--- config.mk ---
export PLATFORM = sky130hd
export DESIGN_NAME = sio_rx
export DESIGN_NICKNAME = d
export VERILOG_FILES = /design/src/rtl/sio_rx_pkg.sv /design/src/rtl/sio_tick_gen.sv /design/src/rtl/sio_rx_fsm.sv /design/src/rtl/sio_rx_flags.sv /design/src/rtl/sio_rx.sv
export SDC_FILE = /design/constraint.sdc
export NUM_CORES = 1
export LEC_CHECK = 0
export BUFFER_PORTS_ARGS = -buffer_cell sky130_fd_sc_hd__buf_2
export CORE_UTILIZATION = 55
export CTS_BUF_LIST = sky130_fd_sc_hd__clkbuf_16
export DETAILED_ROUTE_END_ITERATION = 10
export MAX_ROUTING_LAYER = met4
export PLACE_DENSITY = 0.76
export SLEW_MARGIN = 20
export SYNTH_ARGS = -nofsm -noshare
export SYNTH_HDL_FRONTEND = slang
export SYNTH_SLANG_ARGS = --single-unit
--- constraint.sdc ---
create_clock -name clk -period 2.9 [get_ports clk]
set_clock_uncertainty 0.15 [all_clocks]
set_input_delay 0.58 -clock clk [delete_from_list [all_inputs] [get_ports clk]]
set_output_delay 0.58 -clock clk [all_outputs]
set_load 0.01 [all_outputs]
--- src/rtl/sio_rx_pkg.sv ---
package sio_rx_pkg;

  typedef enum logic [1:0] {
    MD_SHIFT  = 2'b00,
    MD_UART8  = 2'b01,
    MD_UART9F = 2'b10,
    MD_UART9V = 2'b11
  } sio_mode_e;

  typedef enum logic [2:0] {
    ST_IDLE, ST_SHIFT, ST_START, ST_DATA, ST_STOP
  } rx_state_e;

  // number of data bits carried by an asynchronous frame
  function automatic logic [3:0] frame_bits(input logic [1:0] m);
    return m[1] ? 4'd9 : 4'd8;
  endfunction

  // byte position inside the 9-bit shift word (8-bit frames end one bit higher)
  function automatic logic [7:0] pick_byte(input logic [8:0] w, input logic [1:0] m);
    return m[1] ? w[7:0] : w[8:1];
  endfunction

  // commit decision under the multiprocessor gate
  function automatic logic take_frame(input logic [1:0] m, input logic mp,
                                      input logic d8, input logic stop_b);
    case (m)
      MD_SHIFT: return 1'b1;
      MD_UART8: return !mp || stop_b;
      default:  return !mp || d8;
    endcase
  endfunction

  // value loaded into the extra-bit register on a commit
  function automatic logic pick_bit9(input logic [1:0] m, input logic d8,
                                     input logic stop_b, input logic old);
    case (m)
      MD_SHIFT: return old;
      MD_UART8: return stop_b;
      default:  return d8;
    endcase
  endfunction

endpackage

--- src/rtl/sio_tick_gen.sv ---
module sio_tick_gen
  import sio_rx_pkg::*;
#(
  parameter int M2_DIV = 2
) (
  input  logic       clk,
  input  logic       rst_n,
  input  logic [1:0] mode,
  input  logic       baud_tick,
  output logic       tick
);
  localparam int DW = (M2_DIV > 1) ? $clog2(M2_DIV) : 1;

  logic [DW-1:0] div_q;
  logic          div_hit;

  assign div_hit = (div_q == DW'(M2_DIV - 1));

  always_ff @(posedge clk or negedge rst_n) begin
    if (!rst_n) div_q <= '0;
    else        div_q <= div_hit ? '0 : div_q + 1'b1;
  end

  assign tick = (mode == MD_UART9F) ? div_hit : baud_tick;
endmodule

--- src/rtl/sio_rx_fsm.sv ---
module sio_rx_fsm
  import sio_rx_pkg::*;
#(
  parameter int OVS    = 16,
  parameter int M0_DIV = 16
) (
  input  logic       clk,
  input  logic       rst_n,
  input  logic [1:0] mode,
  input  logic       rx_en,
  input  logic       flag_busy,
  input  logic       tick,
  input  logic       rxd,
  output logic       busy,
  output logic       sclk_out,
  output logic       frame_done,
  output logic       stop_val,
  output logic [8:0] word
);
  localparam int CMAX    = (OVS > M0_DIV) ? OVS : M0_DIV;
  localparam int CW      = $clog2(CMAX);
  localparam int HALF_OV = OVS / 2;
  localparam int HALF_M0 = M0_DIV / 2;

  rx_state_e     state;
  logic [CW-1:0] ph;
  logic [3:0]    idx;
  logic [8:0]    sh;
  logic          rxd_q;
  logic          sample0, samp_mid, samp_half;
  logic [8:0]    fin;

  assign fin       = {rxd, sh[8:1]};
  assign sample0   = (state == ST_SHIFT) && (ph == CW'(M0_DIV - 1));
  assign samp_mid  = tick && (ph == CW'(OVS - 1));
  assign samp_half = tick && (ph == CW'(HALF_OV - 1));

  assign frame_done = (sample0 && idx == 4'd7) || (state == ST_STOP && samp_mid);
  assign stop_val   = rxd;
  assign word       = (state == ST_SHIFT) ? fin : sh;
  assign busy       = (state != ST_IDLE);
  assign sclk_out   = !((state == ST_SHIFT) && (ph < CW'(HALF_M0)));

  always_ff @(posedge clk or negedge rst_n) begin
    if (!rst_n) begin
      state <= ST_IDLE;
      ph    <= '0;
      idx   <= '0;
      sh    <= '0;
      rxd_q <= 1'b1;
    end else begin
      rxd_q <= rxd;
      if (!rx_en) begin
        state <= ST_IDLE;
      end else begin
        case (state)
          ST_IDLE: begin
            ph  <= '0;
            idx <= '0;
            if (mode == MD_SHIFT) begin
              if (!flag_busy) state <= ST_SHIFT;
            end else if (rxd_q && !rxd) begin
              state <= ST_START;
            end
          end
          ST_SHIFT: begin
            if (sample0) begin
              sh  <= fin;
              ph  <= '0;
              idx <= idx + 4'd1;
              if (idx == 4'd7) state <= ST_IDLE;
            end else begin
              ph <= ph + 1'b1;
            end
          end
          ST_START: if (tick) begin
            if (samp_half) begin
              ph    <= '0;
              idx   <= '0;
              state <= rxd ? ST_IDLE : ST_DATA;
            end else begin
              ph <= ph + 1'b1;
            end
          end
          ST_DATA: if (tick) begin
            if (samp_mid) begin
              sh  <= fin;
              ph  <= '0;
              idx <= idx + 4'd1;
              if (idx == frame_bits(mode) - 4'd1) state <= ST_STOP;
            end else begin
              ph <= ph + 1'b1;
            end
          end
          ST_STOP: if (tick) begin
            if (samp_mid) state <= ST_IDLE;
            else          ph    <= ph + 1'b1;
          end
          default: state <= ST_IDLE;
        endcase
      end
    end
  end
endmodule

--- src/rtl/sio_rx_flags.sv ---
module sio_rx_flags
  import sio_rx_pkg::*;
(
  input  logic       clk,
  input  logic       rst_n,
  input  logic [1:0] mode,
  input  logic       mp_gate,
  input  logic       frame_done,
  input  logic [8:0] word,
  input  logic       stop_val,
  input  logic       flag_clr,
  input  logic       err_clr,
  output logic [7:0] rx_data,
  output logic       rx_bit9,
  output logic       rx_flag,
  output logic       frame_err,
  output logic       overrun,
  output logic       frame_accept
);
  logic bad_stop;

  assign frame_accept = frame_done && take_frame(mode, mp_gate, word[8], stop_val);
  assign bad_stop     = frame_done && (mode != MD_SHIFT) && !stop_val;

  always_ff @(posedge clk or negedge rst_n) begin
    if (!rst_n) begin
      rx_data   <= '0;
      rx_bit9   <= 1'b0;
      rx_flag   <= 1'b0;
      frame_err <= 1'b0;
      overrun   <= 1'b0;
    end else begin
      if (frame_accept) begin
        rx_data <= pick_byte(word, mode);
        rx_bit9 <= pick_bit9(mode, word[8], stop_val, rx_bit9);
      end
      rx_flag   <= frame_accept | (rx_flag & ~flag_clr);
      frame_err <= bad_stop | (frame_err & ~err_clr);
      overrun   <= (frame_accept & rx_flag) | (overrun & ~err_clr);
    end
  end
endmodule

--- src/rtl/sio_rx.sv ---
module sio_rx
  import sio_rx_pkg::*;
#(
  parameter int OVS    = 16,
  parameter int M0_DIV = 16,
  parameter int M2_DIV = 2
) (
  input  logic       clk,
  input  logic       rst_n,
  input  logic [1:0] mode,
  input  logic       rx_en,
  input  logic       mp_gate,
  input  logic       baud_tick,
  input  logic       rxd,
  input  logic       flag_clr,
  input  logic       err_clr,
  output logic [7:0] rx_data,
  output logic       rx_bit9,
  output logic       rx_flag,
  output logic       frame_err,
  output logic       overrun,
  output logic       sclk_out
);
  logic       tick;
  logic       busy;
  logic       frame_done;
  logic       stop_val;
  logic [8:0] word9;
  logic       frame_accept;

  sio_tick_gen #(.M2_DIV(M2_DIV)) tick_i (
    .clk(clk), .rst_n(rst_n), .mode(mode), .baud_tick(baud_tick), .tick(tick)
  );

  sio_rx_fsm #(.OVS(OVS), .M0_DIV(M0_DIV)) fsm_i (
    .clk(clk), .rst_n(rst_n), .mode(mode), .rx_en(rx_en), .flag_busy(rx_flag),
    .tick(tick), .rxd(rxd), .busy(busy), .sclk_out(sclk_out),
    .frame_done(frame_done), .stop_val(stop_val), .word(word9)
  );

  sio_rx_flags flags_i (
    .clk(clk), .rst_n(rst_n), .mode(mode), .mp_gate(mp_gate),
    .frame_done(frame_done), .word(word9), .stop_val(stop_val),
    .flag_clr(flag_clr), .err_clr(err_clr), .rx_data(rx_data),
    .rx_bit9(rx_bit9), .rx_flag(rx_flag), .frame_err(frame_err),
    .overrun(overrun), .frame_accept(frame_accept)
  );
endmodule

==> results of run 1 <==
==> power by group <==
part           internal [mW]  total (mW)  switching [mW]
logic                  0.120       0.297           0.177
clock network          0.308       0.478           0.171
registers              0.496       0.523          0.0276
total                  0.924        1.30           0.375
==> critical path, stage by stage, from the launching register on <==
cell and delay (ns):
dfrtp_1 0.54, nor3b_2 0.31, buf_4 0.26, nand2_1 0.07, buf_2 0.14
==> state kept, by name (all words and copies together) (netlist names), 3 cells and up <==
register         count
fsm_i.sh             9
flags_i.rx_data      8
fsm_i.idx            4
fsm_i.ph             4
fsm_i.state          3
==> cells by family (layout without fill, tap and decap cells) <==
group                    Yosys count  count (layout)  synth area share [%]
flip-flops                        34              34                  43.2
AND/OR/NAND/NOR                   54              54                  15.2
AO/OA/AOI/OAI                     44              44                  16.8
buffers and inverters             19              44                  4.06
adder cells (fa/ha/maj)            2               2                  1.27
multiplexers                      35              35                  19.0
XOR/XNOR                           1               1                 0.445
==> placed cells by master (no fill, tap or decap), drive strengths merged, types with 2 or more instances in the layout <==
master  Yosys  layout
mux2i      16      16
nor3        2       2
o21ai      14      14
o31ai       4       4
and3        4       4
nand2b      4       4
inv        11      14
dfrtp      33      33
nand2      14      14
o211ai      2       2
nor2b       2       2
nand3b      3       3
ha          2       2
or3         2       2
a21oi       7       7
mux2       19      19
a21o        2       2
buf         8      25
clkbuf      0       5
nor4        2       2
a31o        2       2
o22ai       2       2
nand3       7       7
nor2        6       6
or2         2       2
a211oi      2       2
==> final timing paths <==
kind                                     start                  to  slack, ns  cells after the start
worst min-delay path                     rst_n        fsm_i.idx[2]       0.24                      1
max in group asynchronous                rst_n         fsm_i.sh[2]       1.88                      1
min in group clk                tick_i.div_hit      tick_i.div_hit       0.27                      1
worst max register to register  fsm_i.state[2]  flags_i.rx_data[0]       0.62                      5
worst max-delay path            fsm_i.state[2]            sclk_out       0.58                      4
worst min register to register  tick_i.div_hit      tick_i.div_hit       0.27                      1
==> layout make-up <==
type	count	share of cell area, %
Multi-Input combinational cell	136	46.0
Sequential cell	34	37.7
Timing Repair Buffer	25	5.87
Clock buffer	5	5.54
Tap cell	46	2.55
Inverter	11	1.83
Clock inverter	3	0.499
==> metal layers <==
layer  up-vias  share of wire [%]
met3         2                3.5
met1       730                 45
li1        742                  -
met2        30                 51
met5         -                  0
met4         0               0.47
==> metrics by stage <==
stage | hold WS [ns] | util (%)
finish | 0.236 | 66.6
global route | 0.288 | 66.6
CTS | 0.265 | 66.6
detailed placement | 0.270 | 62.6
global placement | 0.272 | 62.6
floorplan | 0.134 | -
==> results.md, run 1 <==
- Die area: 3830 sq um
- First-pass iteration count of the detailed router: 4
- Slew Viols, Final: 0
- Tot GR Track Use: 24.9%
- Largest net degree at the start of global routing: 35
- Initial antenna violation count: 0
- P&R area growth vs syn: 14.6%
- DR DRC count: 0
- Design area: 2260 sq um
- IO Count: 23
- Hold Path Class: in -> async
- Routability cong.: 0.893
- Area taken by multi-input logic gates: 1040 sq um
- Most common cell in the synthesized netlist: dfrtp_1
- Vias in the first global route: 1432
- Post-DP Area: 2120 sq um
- Ys flop type: dfrtp_1
- Grt total ovfl: 0
- Routed Antenna Nets: 0
- Post-route setup TNS: 0 ns
- Data required, critical path: 2.17 ns
- Post-layout minimum cycle time: 2.32 ns
- Inst Count DP: 252
- Final nets: 225
- CTS root buffer: clkbuf_16
- Top cells by area, synth: dfrtp_1, mux2i_1, mux2_2
- Post-DP HPWL: 2980 microns
- RSZ-0062 raised after global routing: no
- Layer with the highest usage: met2
- CP Capture Type: output port
- First-pass GRT wire length: 6560 microns
- Cts repair resizes: 0
- CTS max path bufs: 2
- P per Cell Area: 575 nW/um^2
- Antenna Cells: 0
- Number of enable flip-flop cells after synthesis: 0
- Relative slew slack: 49.0%
- Finished Layout Cells: 260
- Die H: 61.9 microns
- DR iter-0 viols: 99
- DP Worst Slack: 0.498 ns
- Setup violators final: 0
- Initial core utilization: 58.1%
- Synth top area share: 41.9%
- Post-Synthesis Cells: 189
- Tot Pwr: 1.30 mW
- Worst-skew pair later-pin latency: 0.27 ns
- Outcome: completed
- Clock transition at path regs: 0.05 ns
- Ys async rst share: 100%
- Grt met3 use: 4.14%
- Synth Net Count: 201
- Startpoint Class: flip-flop
- Core Box Area: 3390 sq um
- Critical path class: reg -> out
- Die X: 61.9 microns
- LEAKAGE: 1.11 nW
- Vias: 1504
- Synth Register Bits: 34
- Yosys top cell by area: dfrtp_1
- Syn avg cell area: 10.4 sq um
- FF+latch area: 852 sq um
- Filler cell count: 265
- Drt wl/cell: 15.4 microns
- Met2 usage: 39.2%
- Cell Rows: 21
- Total Wirelength: 4010 microns
- CTS H-tree lvls: 2
- Mapped Area: 1970 sq um
- CP Data Arrival Time: 1.59 ns
- Max cap viols: 0
- Yosys warnings: 0
- Worst slew pin tran: 0.765 ns
- Grt met1 use: 31.9%
- Postcts setup bufs: 0
- Clock tree from TritonCTS: yes
- Netlist cell types: 49
- Hold Buf Count CTS: 0
- Share of post-route cells with drive strength above 1: 25.2%
- Clk sinks: 34
- Final setup margin: 0.581 ns
- Sequential area share after synthesis: 43.2%
- Worst vdd ir: 0.000430 V
- Drt via density: 5.78
- Top cells by count, synth: dfrtp_1, mux2i_1, nand2_1
- Final period util: 80.0%
- Final Hold Viols: 0
- Peak Freq: 431 MHz
- CTS Buf Count: 5
- # port buffers: 22
- Worst-path fanout max: 12
Power figures use the tool's default switching activity.
==> inputs of run 2 (changes only) <==
Settings changed: CORE_UTILIZATION 55 to 52, PLACE_DENSITY 0.76 to 0.75.
Clock period 2.9 ns to 2 ns, I/O delays scaled along.
==> results.md, run 2 (synthesis results as in run 1) <==
- Cell Rows: 22 (+4.8%)
- Cells on worst reg2reg path: 6 (+1)
- Final Hold Viols: 0 (unchanged)
- Total Wirelength: 4570 microns (+14%)
- Commonest non-fill, non-tap cells in the layout: dfrtp_1, buf_4, buf_2, mux2i_1, nand2_1
- DR iter-0 viols: 96 (-3.0%)
- Power share of the combinational group: 27.5% (+4.6 points)
- Grt total ovfl: 0 (unchanged)
- Tot GR Track Use: 25.3% (+0.40 points)
- Antenna Cells: 0 (unchanged)
- Peak Freq: 493 MHz
- Worst vdd ir: 0.000599 V (+39%)
- Clock transition at path regs: 0.06 ns (about the same)
- Area taken by multi-input logic gates: 1080 sq um (+4.3%)
- Filler cell count: 289 (+9.1%)
- Final setup margin: -0.0278 ns (-0.608 ns)
- Vias: 1668 (+11%)
- LEAKAGE: 1.21 nW (+9.0%)
- First-pass GRT wire length: 7470 microns (+14%)
- DR DRC count: 0 (unchanged)
- Reg power frac: 35.7% (-4.6 points)
- Startpoint Class: flip-flop
- Tot Pwr: 2.06 mW (+59%)
- CTS H-tree lvls: 2 (unchanged)
- Initial antenna violation count: 0 (unchanged)
- Inst Count DP: 271 (+7.5%)
- Design area: 2490 sq um (+10%)
- Failing checks: setup timing
- Worst slew pin tran: 0.750 ns (-0.0153 ns)
- Post-layout minimum cycle time: 2.03 ns
- Top flop regs: fsm_i.sh (9), flags_i.rx_data (8)
- Outcome: finished with violations
- Worst-path fanout max: 8 (-4)
- Psw: 631 uW (+68%)
- Routability cong.: 0.948 (+6.2%)
- Util after Layout: 68.1% (+1.4 points)
- Layer with the highest usage: met2
- Clock power share: 36.7% (about the same)
- CTS root buffer: clkbuf_16
- Int Pwr: 1.43 mW (+55%)
- Slowest CP cell: dfrtp_1
- R2r startpoint: fsm_i.state[2]
- FF+latch area: 852 sq um (unchanged)
- Data required, critical path: 2.01 ns (-0.16 ns)
- Grt met1 use: 29.7% (-2.2 points)
- Relative slew slack: 50.0% (+1.0 points)
- Grt met3 use: 5.07% (+0.93 points)
- Initial core utilization: 53.8% (-4.3 points)
- CP Launch Point: fsm_i.state[2]
- Hold Buf Count CTS: 0 (unchanged)
- First-pass iteration count of the detailed router: 4 (unchanged)
- Crit path cell chain: nor3b_4, mux2i_2, a21oi_2, o211ai_4, buf_12, mux2_1
- Routed Antenna Nets: 0 (unchanged)
- Worst-skew pair later-pin latency: 0.28 ns (about the same)
- # port buffers: 22 (unchanged)
- Clk sinks: 34 (unchanged)
- RSZ-0062 raised after global routing: yes
- P per Cell Area: 828 nW/um^2 (+44%)
- Die area: 4040 sq um (+5.6%)
- Post-route setup TNS: -0.160 ns (-0.160 ns)
- Largest reg by FF count: fsm_i.sh
- Die X: 63.6 microns (+2.7%)
- Net Sw Frac: 30.6% (+1.7 points)
- Slew Viols, Final: 0 (unchanged)
- Max reg flops: 9 (unchanged)
- CTS Buf Count: 5 (unchanged)
- Clock tree from TritonCTS: yes
- Vias in the first global route: 1620 (+13%)
- P&R area growth vs syn: 26.5%
- Critical path class: reg -> reg
- Final period util: 101%
- Post-DP HPWL: 3270 microns (+9.9%)
- Final nets: 247 (+9.8%)
- Core Box Area: 3660 sq um (+8.0%)
- Commonest non-fill, non-tap cell in the layout: dfrtp_1
- Max cap viols: 0 (unchanged)
- Share of post-route cells with drive strength above 1: 35.6% (+10 points)
- Setup violators final: 9 (+9)
- CP Data Arrival Time: 2.04 ns (+0.45 ns)
- Die H: 63.6 microns (+2.7%)
- CTS max path bufs: 2 (unchanged)
- Crit-path max cell delay: 0.42 ns (-0.12 ns)
- Met2 usage: 41.9% (+2.7 points)
- Post-DP Area: 2250 sq um (+6.1%)
- IO Count: 23 (unchanged)
- Drt via density: 5.87 (+1.5%)
- Largest net degree at the start of global routing: 35 (unchanged)
- Drt wl/cell: 16.1 microns (+4.4%)
- Hold Path Class: in -> async
- CP Capture Type: flip-flop
- Finished Layout Cells: 284 (+9.2%)
[run 2: layout make-up]
cell class,instances,area share [%]
clock buffer,5,5.02
timing repair buffer,47,12.4
sequential,34,34.2
clock inverter,3,0.803
multi-input combinational,136,43.5
inverter,11,1.66
tap,48,2.41
[run 2: layer usage]
| metal | vias up | share of wire [%] |
|---|---|---|
| li1 | 787 | - |
| met3 | 12 | 4.4 |
| met2 | 51 | 51 |
| met5 | - | 0 |
| met1 | 818 | 42 |
| met4 | 0 | 2.4 |
[run 2: final timing paths]
check	end	slack, ns
worst max register to register	flags_i.rx_data[4]	-0.03
max in group asynchronous	flags_i.rx_flag	1.19
worst max-delay path	flags_i.rx_data[4]	-0.03
worst min-delay path	fsm_i.idx[3]	0.04
min in group clk	fsm_i.rxd_q	0.10
worst min register to register	tick_i.div_hit	0.31
[run 2: what timing repair did]
| action | 4_1_cts | 5_1_grt |
|---|---|---|
| pin swaps | 5 | 3 |
| resized for setup | 3 | 7 |
| endpoints found under the setup margin | 12 | 25 |
| buffers inserted | 4 | 1 |
[run 2: critical path: cells and delay by family, from the launching register on]
family          cells  cell delay [ns]
mux                 2             0.60
flops               1             0.42
compound gates      2             0.32
simple gates        1             0.26
buf+inv             1             0.16
[run 2: per-stage QoR]
stage / setup slack (ns) / hold slack [ns]
2_1_floorplan: 0.0831 / -0.0456
3_3_place_gp: -0.0630 / 0.294
3_5_place_dp: -0.103 / 0.283
4_1_cts: -0.0183 / 0.0673
5_1_grt: -0.0906 / 0.103
6_report: -0.0278 / 0.0362
[run 2: power groups by stage]
stage	Combinational, mW	Clock, mW	Sequential (mW)
floorplan	0.333	0	0.751
global placement	0.508	0	0.746
detailed placement	0.526	0	0.747
CTS	0.535	0.772	0.735
global route	0.624	0.802	0.740
finish	0.569	0.758	0.738
